==> config.mk <==
export PLATFORM = sky130hd
export DESIGN_NAME = strap_decoder
export DESIGN_NICKNAME = d
export VERILOG_FILES = /design/src/rtl/strap_decoder.sv
export SDC_FILE = /design/constraint.sdc
export NUM_CORES = 1
export LEC_CHECK = 0
export BUFFER_PORTS_ARGS = -buffer_cell sky130_fd_sc_hd__buf_2
export CAP_MARGIN = 20
export CORE_MARGIN = 5
export CORE_UTILIZATION = 59
export CTS_CLUSTER_DIAMETER = 40
export DETAILED_ROUTE_END_ITERATION = 12
export PLACE_DENSITY = 0.81
export RECOVER_POWER = 100
export SETUP_SLACK_MARGIN = 0.5
export SLEW_MARGIN = 5
export SYNTH_ARGS = -nofsm -noshare
export SYNTH_HDL_FRONTEND = slang
export SYNTH_SLANG_ARGS = --single-unit
==> constraint.sdc <==
create_clock -name clk -period 6.7 [get_ports clk]
set_clock_uncertainty 0.1 [all_clocks]
set_input_delay 1.005 -clock clk [delete_from_list [all_inputs] [get_ports clk]]
set_output_delay 1.005 -clock clk [all_outputs]
set_load 0.01 [all_outputs]
==> src/rtl/strap_decoder.sv <==
module strap_decoder #(
  parameter int SETTLE = 4
) (
  input  logic       clk,
  input  logic       rst_n,
  input  logic [3:0] sel_i,
  input  logic       clkpin_i,
  input  logic       func1_i,
  input  logic       func0_i,
  output logic       probe1_o,
  output logic       probe0_o,
  output logic       done_o,
  output logic [2:0] freq_idx_o,
  output logic [3:0] modem_idx_o,
  output logic       fsk_o,
  output logic [2:0] bw_code_o,
  output logic       squelch_o,
  output logic       clk_dis_o,
  output logic       invalid_o
);
  localparam int CW = (SETTLE < 4) ? 2 : $clog2(SETTLE);

  logic [4:0]    meta_q, sync_q, samp_a_q, samp_b_q;
  logic [1:0]    phase_q;
  logic [CW-1:0] cnt_q;
  logic          last;

  assign last     = (cnt_q == CW'(SETTLE - 1));
  assign done_o   = (phase_q == 2'd3);
  assign probe1_o = done_o ? func1_i : (phase_q != 2'd0);
  assign probe0_o = done_o ? func0_i : (phase_q == 2'd0);

  logic [1:0] c0, c1, c2, c3, ck;
  assign c0 = {samp_a_q[0] ^ samp_b_q[0], samp_a_q[0]};
  assign c1 = {samp_a_q[1] ^ samp_b_q[1], samp_a_q[1]};
  assign c2 = {samp_a_q[2] ^ samp_b_q[2], samp_a_q[2]};
  assign c3 = {samp_a_q[3] ^ samp_b_q[3], samp_a_q[3]};
  assign ck = {samp_a_q[4] ^ samp_b_q[4], samp_a_q[4]};

  logic       f_ok, m_ok;
  logic [2:0] f_idx;
  logic [3:0] m_base, m_idx, m_sel;
  logic [2:0] bw;

  assign f_ok  = (c0 != 2'd3) && (c1 == 2'd1 || c1 == 2'd2);
  assign f_idx = ((c1 == 2'd2) ? 3'd3 : 3'd0) + {1'b0, c0};

  always_comb begin
    case (c3)
      2'd0:    m_base = 4'd0;
      2'd1:    m_base = 4'd4;
      2'd2:    m_base = 4'd6;
      default: m_base = 4'd10;
    endcase
  end

  assign m_ok  = (c3 == 2'd0) || (c3 == 2'd2) ||
                 (c3 == 2'd1 && c2 <= 2'd1) || (c3 == 2'd3 && c2 != 2'd3);
  assign m_idx = m_base + {2'b00, c2};
  assign m_sel = (f_ok && m_ok) ? m_idx : 4'd0;

  always_comb begin
    case (m_sel)
      4'd0:                    bw = 3'd3;
      4'd1, 4'd2, 4'd3:        bw = 3'd5;
      4'd4, 4'd10:             bw = 3'd6;
      4'd5:                    bw = 3'd0;
      4'd6, 4'd11:             bw = 3'd1;
      4'd7:                    bw = 3'd2;
      default:                 bw = 3'd4;
    endcase
  end

  always_ff @(posedge clk or negedge rst_n) begin
    if (!rst_n) begin
      meta_q      <= '0;
      sync_q      <= '0;
      samp_a_q    <= '0;
      samp_b_q    <= '0;
      phase_q     <= 2'd0;
      cnt_q       <= '0;
      freq_idx_o  <= '0;
      modem_idx_o <= '0;
      fsk_o       <= 1'b0;
      bw_code_o   <= '0;
      squelch_o   <= 1'b0;
      clk_dis_o   <= 1'b0;
      invalid_o   <= 1'b0;
    end else begin
      meta_q <= {clkpin_i, sel_i};
      sync_q <= meta_q;
      case (phase_q)
        2'd0, 2'd1: begin
          if (last) begin
            cnt_q   <= '0;
            phase_q <= phase_q + 2'd1;
            if (phase_q == 2'd0) samp_a_q <= sync_q;
            else                 samp_b_q <= sync_q;
          end else begin
            cnt_q <= cnt_q + CW'(1);
          end
        end
        2'd2: begin
          phase_q     <= 2'd3;
          freq_idx_o  <= (f_ok && m_ok) ? f_idx : 3'd0;
          modem_idx_o <= m_sel;
          fsk_o       <= (m_sel >= 4'd6);
          bw_code_o   <= bw;
          squelch_o   <= (m_sel == 4'd11) || (m_sel == 4'd12);
          clk_dis_o   <= (ck == 2'd3);
          invalid_o   <= !(f_ok && m_ok);
        end
        default: ;
      endcase
    end
  end

  assert_done_sticky_R3: assert property (@(posedge clk) disable iff (!rst_n)
    done_o |=> done_o);

  assert_probe_patterns_R2: assert property (@(posedge clk) disable iff (!rst_n)
    !done_o |-> (probe1_o != probe0_o));

  assert_hold_R10: assert property (@(posedge clk) disable iff (!rst_n)
    done_o |=> $stable({freq_idx_o, modem_idx_o, fsk_o, bw_code_o, squelch_o, clk_dis_o, invalid_o}));

  assert_fallback_R9: assert property (@(posedge clk) disable iff (!rst_n)
    invalid_o |-> (freq_idx_o == 3'd0 && modem_idx_o == 4'd0));

  assert_squelch_fsk_R7: assert property (@(posedge clk) disable iff (!rst_n)
    squelch_o |-> fsk_o);

  assert_freq_range_R4: assert property (@(posedge clk) disable iff (!rst_n)
    freq_idx_o <= 3'd5);

  assert_modem_range_R5: assert property (@(posedge clk) disable iff (!rst_n)
    modem_idx_o <= 4'd12);
endmodule

Word-level counts from Yosys, hierarchy flattened
Memories as Yosys holds them, arrays and structs flattened. A register that Yosys moved wholly into a read port is not among the register bits.
Index checks and enable logic that the tools add are counted.
{"block": "word_totals", "output_inout_bits": 17, "n_memories": 1, "wordCells": 68, "register_bits": 35, "input_bits": 9, "romBits": 48}
{"memory": "(no name shown)", "words": 16, "width": 3, "read_ports": 1, "rd_clocked_by_memory_dff": 1, "write_ports": 0, "line_no": "63", "text": "case (m_sel)"}
{"block": "op_classes", "n_addsub": 4, "magnitude_cmp": 2, "n_bitwise": 6, "reduce_logical": 19, "eq_ne": 15, "muxes": 9}
{"cell": "$eq 2x2->1 const B", "n": 7}
{"cell": "$pmux 4 s3", "n": 1}
{"cell": "$eq 4x4->1 const B", "n": 2}
{"cell": "$eq 2x1->1 const B", "n": 3}
{"cell": "$mux 2", "n": 3}
{"cell": "$ne 2x2->1 const B", "n": 3}
{"cell": "$reduce_and 3->1", "n": 2}
{"cell": "$logic_or 1x1->1", "n": 5}
{"cell": "$xor 1x1->1", "n": 5}
{"cell": "$add 2x1->2 const B", "n": 2}
{"cell": "$add 4x2->4", "n": 1}
{"cell": "$ge 4x3->1 const B", "n": 1}
{"cell": "$logic_and 1x1->1", "n": 4}
{"cell": "$logic_not 2->1", "n": 2}
{"cell": "$mux 4", "n": 1}
{"cell": "$pmux 2 s2", "n": 1}
{"cell": "$reduce_bool 2->1", "n": 2}
{"cell": "$add 2x2->3", "n": 1}
{"cell": "$mux 3", "n": 1}
{"cell": "$le 2x1->1 const B", "n": 1}
{"cell": "$logic_not 1->1", "n": 2}
{"cell": "$mux 1", "n": 2}
{"cell": "$reduce_and 2->1", "n": 1}
{"cell": "$reduce_or 2->1", "n": 1}
{"cell": "$not 1->1", "n": 1}

Logic depth before layout (Yosys ltp)
{"block": "depth", "word_depth": 9, "depth_mapped": 13, "ltp_nobuf": 12}

Worst setup path after synthesis
Ideal clock, no wire load.
{"block": "synth_timing", "kind": "reg-to-reg", "start": "reg samp_a_q[2]", "end": "reg bw_code_o[1]", "path_slack_ns": 3.997, "required_time_ns": 6.510, "stages_incl_launch_ff": 13, "n_path_buf": 1, "setup_time_ns": 0.090, "arrival_ns": 2.513, "period_less_slack_ns": 2.703, "cell_sequence": "dfrtp_1 > ha_1 > buf_4 > inv_1 > ha_1 > inv_1 > nor2_2 > inv_1 > ha_1 > or3b_1 > o32ai_2 > o21ai_1 > o221ai_1"}
{"block": "synth_between", "elab_chain_cells": 7, "elab_cells_between_ends": 10, "classes_between": "add/sub (1); order compare (1); eq/ne (1); mux (1); bitwise (1); reduce/logical (5)"}
{"item": "start: declaration", "line_no": "23", "text": "logic [4:0] meta_q, sync_q, samp_a_q, samp_b_q;"}
{"item": "start signal: assignment", "line_no": "97", "text": "if (phase_q == 2'd0) samp_a_q <= sync_q;"}
{"item": "$xor 1x1->1", "line_no": "36", "text": "assign c2 = {samp_a_q[2] ^ samp_b_q[2], samp_a_q[2]};"}
{"item": "$le 2x1->1", "line_no": "58", "text": "(c3 == 2'd1 && c2 <= 2'd1) || (c3 == 2'd3 && c2 != 2'd3);"}
{"item": "$logic_and 1x1->1", "line_no": "58"}
{"item": "$logic_or 1x1->1", "line_no": "57", "text": "assign m_ok = (c3 == 2'd0) || (c3 == 2'd2) ||"}
{"item": "$logic_or 1x1->1", "line_no": "58"}
{"item": "$logic_and 1x1->1", "line_no": "60", "text": "assign m_sel = (f_ok && m_ok) ? m_idx : 4'd0;"}
{"item": "$mux 4 (*)", "line_no": "60"}
{"item": "end: declaration", "line_no": "16", "text": "output logic [2:0] bw_code_o,"}
Mark *: on every way between the ends. The rest lies on a longest branch, timed or not.
A chain may end at the register's enable or synchronous reset.

Worst setup path after layout
Ends and elaborated chain as after synthesis.

==> impl.org <==
** Synth
- Compound-gate portion of the synthesized area :: 0.130
- Of all cell types, the one taking the most synthesized area is dfrtp_1.
- Simple-gate area share of the yosys netlist :: 0.117
- Proportion of register bits with asynchronous set or reset after synthesis :: 1.00
- Fraction of synthesized area in multiplexers :: 0.0980
- Of the total synthesized cell area, the portion taken by XOR and XNOR cells is 0.
- Post-synthesis area per instance :: 11.2 µm²
- The commonest cells after synthesis are dfrtp_1, inv_1, mux2_2.
- Among all flip-flop cells after synthesis, the most frequent one is dfrtp_1.
- For this run, the register share of the synthesized area comes to 0.490.
- Netlist area before placement :: between 1500 and 2000 µm²
- Dominant combinational cell family by area after synthesis :: compound AO/OA/AOI/OAI gates
- Among all cell types in the netlist, the one instantiated most often is dfrtp_1.
- Top post-synthesis cells by area :: dfrtp_1, ha_1, mux2_2, inv_1, o21ai_0
- Of the total synthesized cell area, the portion taken by full adders, half adders and majority gates is 0.107.
- Number of flip-flops and latches in the synthesized netlist :: 38
- After technology mapping, the gate count stands at 173.
- Number of enable flip-flop cells after synthesis :: 0
- Fraction of post-synthesis cell area in the top cell type by area :: 0.490
- Synthesized net count :: between 150 and 200
- In this run, distinct cell masters in the synthesized netlist total 42.
- Synthesis warning total :: 0

** Clocking
- Post-cts hold buffer count :: 0
- Sink Count :: 38
- Post-CTS clock slew at the launch and capture registers of the worst setup and hold paths :: around 120 ps
- Number of levels in the clock H-tree :: 2
- No sink is reached through more buffers than the 2 on the longest clock path.
- CTS placed an instance of clkbuf_4 at the clock tree root.
- Number of CTS-inserted buffers :: 5
- At the later pin of the worst-skew pair, clock insertion delay measures 350 ps.
- Buffers inserted during post-CTS setup optimization :: 0
- TritonCTS built the clock tree.
- Post-CTS Resized :: 0

** Critical path
- STA classifies the critical path endpoint as a flip-flop.
- RR Startpoint :: samp_a_q[2]
- Critical Path Source Type :: flip-flop
- The setup check on the worst reg-to-reg path leaves a slack of 3140 ps.
- CP required :: 6870 ps
- Cell-by-cell listing of the critical path :: ha_1 > nand2_1 > a311oi_1 > nand2_2 > ha_1 > or3b_1 > o32ai_1 > o21ai_1 > o221ai_1
- CP top delay family :: compound AO/OA/AOI/OAI gates
- Maximum fanout along the worst path :: 12
- Stage delay of the slowest cell on the critical path :: 810 ps
- Arrival time reported for the critical path endpoint :: 3730 ps
- Number of buffers and inverters on the critical path :: 0
- The worst register-to-register path ends at bw_code_o[1].
- Start-to-end type of the worst setup path :: reg -> reg
- Worst path most repeated cell :: ha_1
- Measured in cells, the most critical reg-to-reg path has a length of 9.
- Cell with the biggest individual delay on the critical path :: a311oi_1

** Timing
- Headroom to the max-slew limit came out at -0.296.
- Tmin final :: 3560 ps
- Of the available clock period, the critical path in the final layout requires 0.532.
- The number of failing hold endpoints at the final stage is 0.
- Unrepaired setup endpoints after global routing :: no
- Setup violations remaining at the end of the flow were counted as 0.
- At the pin with the least slew margin, the transition time is around 1900 ps.
- Highest clock rate :: 0.281 GHz
- Pins Over Slew Limit :: 39
- After routing, the total negative slack on setup checks comes to 0 ps.

** GRT
- For met1 alone, demand over resource in global routing was 0.241.
- Entering global routing, the biggest net connects 39 pins.
- In the global route stage, met2 resource usage came out at 0.304.
- The first global-routing pass estimated around 6.2 mm of wire.
- Global-route met3 utilization :: 0.0516
- For this run, the total global-route usage over all layers was measured as 0.187.
- Number of antenna violations at the first check in global routing :: 0
- The via count of the first global-routing pass was around 1300.
- The total overflow left after global routing is 0.
- GRT Max-Usage Layer :: met2

** Placed design
- The count of buffers added on input and output ports is 25.
- HPWL after detailed placement :: roughly 2.6 mm
- Final weighted congestion of routability-driven global placement :: 0.889

** Status
- Failing checks :: capacitance limit, slew limit
- Outcome :: finished, violations left

** Drt
- For this block, the via count after detailed routing is 1295.
- Dividing the detail-routed via count by the number of cells gives 5.33.
- Final ANT Viol Nets :: 0
- Wire length reported by the detailed router :: 3.56 mm
- After detailed routing, the number of remaining DRC violations is 0.
- Routed wire per std cell :: 14.6 µm
- The first detailed-routing pass ran for 5 iterations.
- In this run, the number of DRC markers left after iteration 0 of detailed routing was 85.

** Power and ir drop
- Power density normalized to cell area :: about 240 nW/µm²
- Power, Total :: 503 µW
- Leakage power summed over all cells :: just under 0.001 µW
- IR analysis of the VDD net gives a maximum drop of 183 µV.

** Final layout
- Of the cells placed in the final design, the portion with a size suffix greater than 1 is 0.176.
- Filler instances :: 266
- Post-synthesis to final-layout area growth :: 9.86%
- In the final design database the tool counted between 200 and 250 nets.
- 0 antenna diodes ended up in the layout.

** Floorplan
- The die is approximately 67 µm tall.
- Initial core utilization :: 0.625
- After floorplanning, the core was divided into 20 placement rows.
- In this run the standard cell core region covers 3100 µm².
- Number of top-level design ports :: 26
- Area enclosed by the die boundary :: 4540 µm²
- Measured along the x axis, the die boundary spans 67.4 µm.

** Min path
- For hold timing, the worst endpoint is sync_q[3].
- Launch point of the worst hold path :: meta_q[3]
- Class of the tightest hold or removal check :: reg -> reg
- Number of cells on the worst hold path :: 0

** Run
- Across the run, the number of max-cap violations was 1.
report_power, final:
group          internal (µW)  switching [µW]
logic                   23.6            34.8
registers                241            8.10
clock network            117            78.3
total                    381             121
worst register-to-register path: stages (launching register included):
cell,delay (ps)
dfrtp_1,490
ha_1,540
nand2_1,150
a311oi_1,810
nand2_2,120
ha_1,320
or3b_1,420
o32ai_1,340
o21ai_1,90
o221ai_1,110
layout by cell type, fill, tap and decap left out, drive strengths merged, types with 3 or more instances in the layout:
cell type	n
nor2	13
ha	15
mux2	16
o32ai	3
nand2	12
dfrtp	38
nand3	5
nand3b	5
inv	20
buf	7
o21ai	11
clkbuf	23
a21oi	4
area by class of cell:
class,count,area (µm²),area share
flip-flops and latches,38,951,0.446
multi-input cells,108,842,0.395
clock inverters,3,68.8,0.0323
clock buffers,5,37.5,0.0176
repair buffers,25,103,0.0481
inverters,20,75.1,0.0352
well taps,44,55.1,0.0258
through the flow:
stage          std cells  setup WS, ps  cell area (µm²)  hold WS [ps]   util
3_3_place_gp         235          3740             2080           236  0.671
2_1_floorplan        173          4000             1940           231      -
3_5_place_dp         235          3620             2080           238  0.671
6_report             243          3140             2130           261  0.687
5_1_grt              243          3010             2130           286  0.687
4_1_cts              243          3610             2190           264  0.705
registers in the layout (all words and copies together), names as in the netlist:
| name | count |
|---|---|
| meta_q | 5 |
| freq_idx_o | 3 |
| sync_q | 5 |
| modem_idx_o | 4 |
| phase_q | 2 |
| squelch_o | 1 |
| fsk_o | 1 |
| cnt_q | 2 |
| invalid_o | 1 |
| samp_b_q | 5 |
| bw_code_o | 3 |
| samp_a_q | 5 |
| clk_dis_o | 1 |
kinds of logic after synthesis:
kind of cell | Yosys count
flops | 38
buf+inv | 27
compound gates | 31
fa+ha+maj | 16
simple gates | 44
mux | 17
per-layer routing:
metal  share of wire  wire (µm)  vias to the layer above
met3           0.046        163                        4
li1                -          -                      648
met1            0.44       1580                      614
met2            0.50       1780                       29
met4           0.010         37                        0
met5               0          0                        -
worst max path at each step:
stage          cells past startpoint  slack (ps)           end   startpoint
3_3_place_gp                      11        3740  bw_code_o[1]  samp_b_q[3]
3_5_place_dp                      11        3620  bw_code_o[1]  samp_b_q[3]
6_report                           9        3140  bw_code_o[1]  samp_a_q[2]
4_1_cts                           11        3610  bw_code_o[1]  samp_b_q[3]
2_1_floorplan                     12        4000  bw_code_o[1]  samp_a_q[2]
5_1_grt                            9        3010  bw_code_o[1]  samp_a_q[2]
No activity file was read; power rests on OpenSTA's default activity.
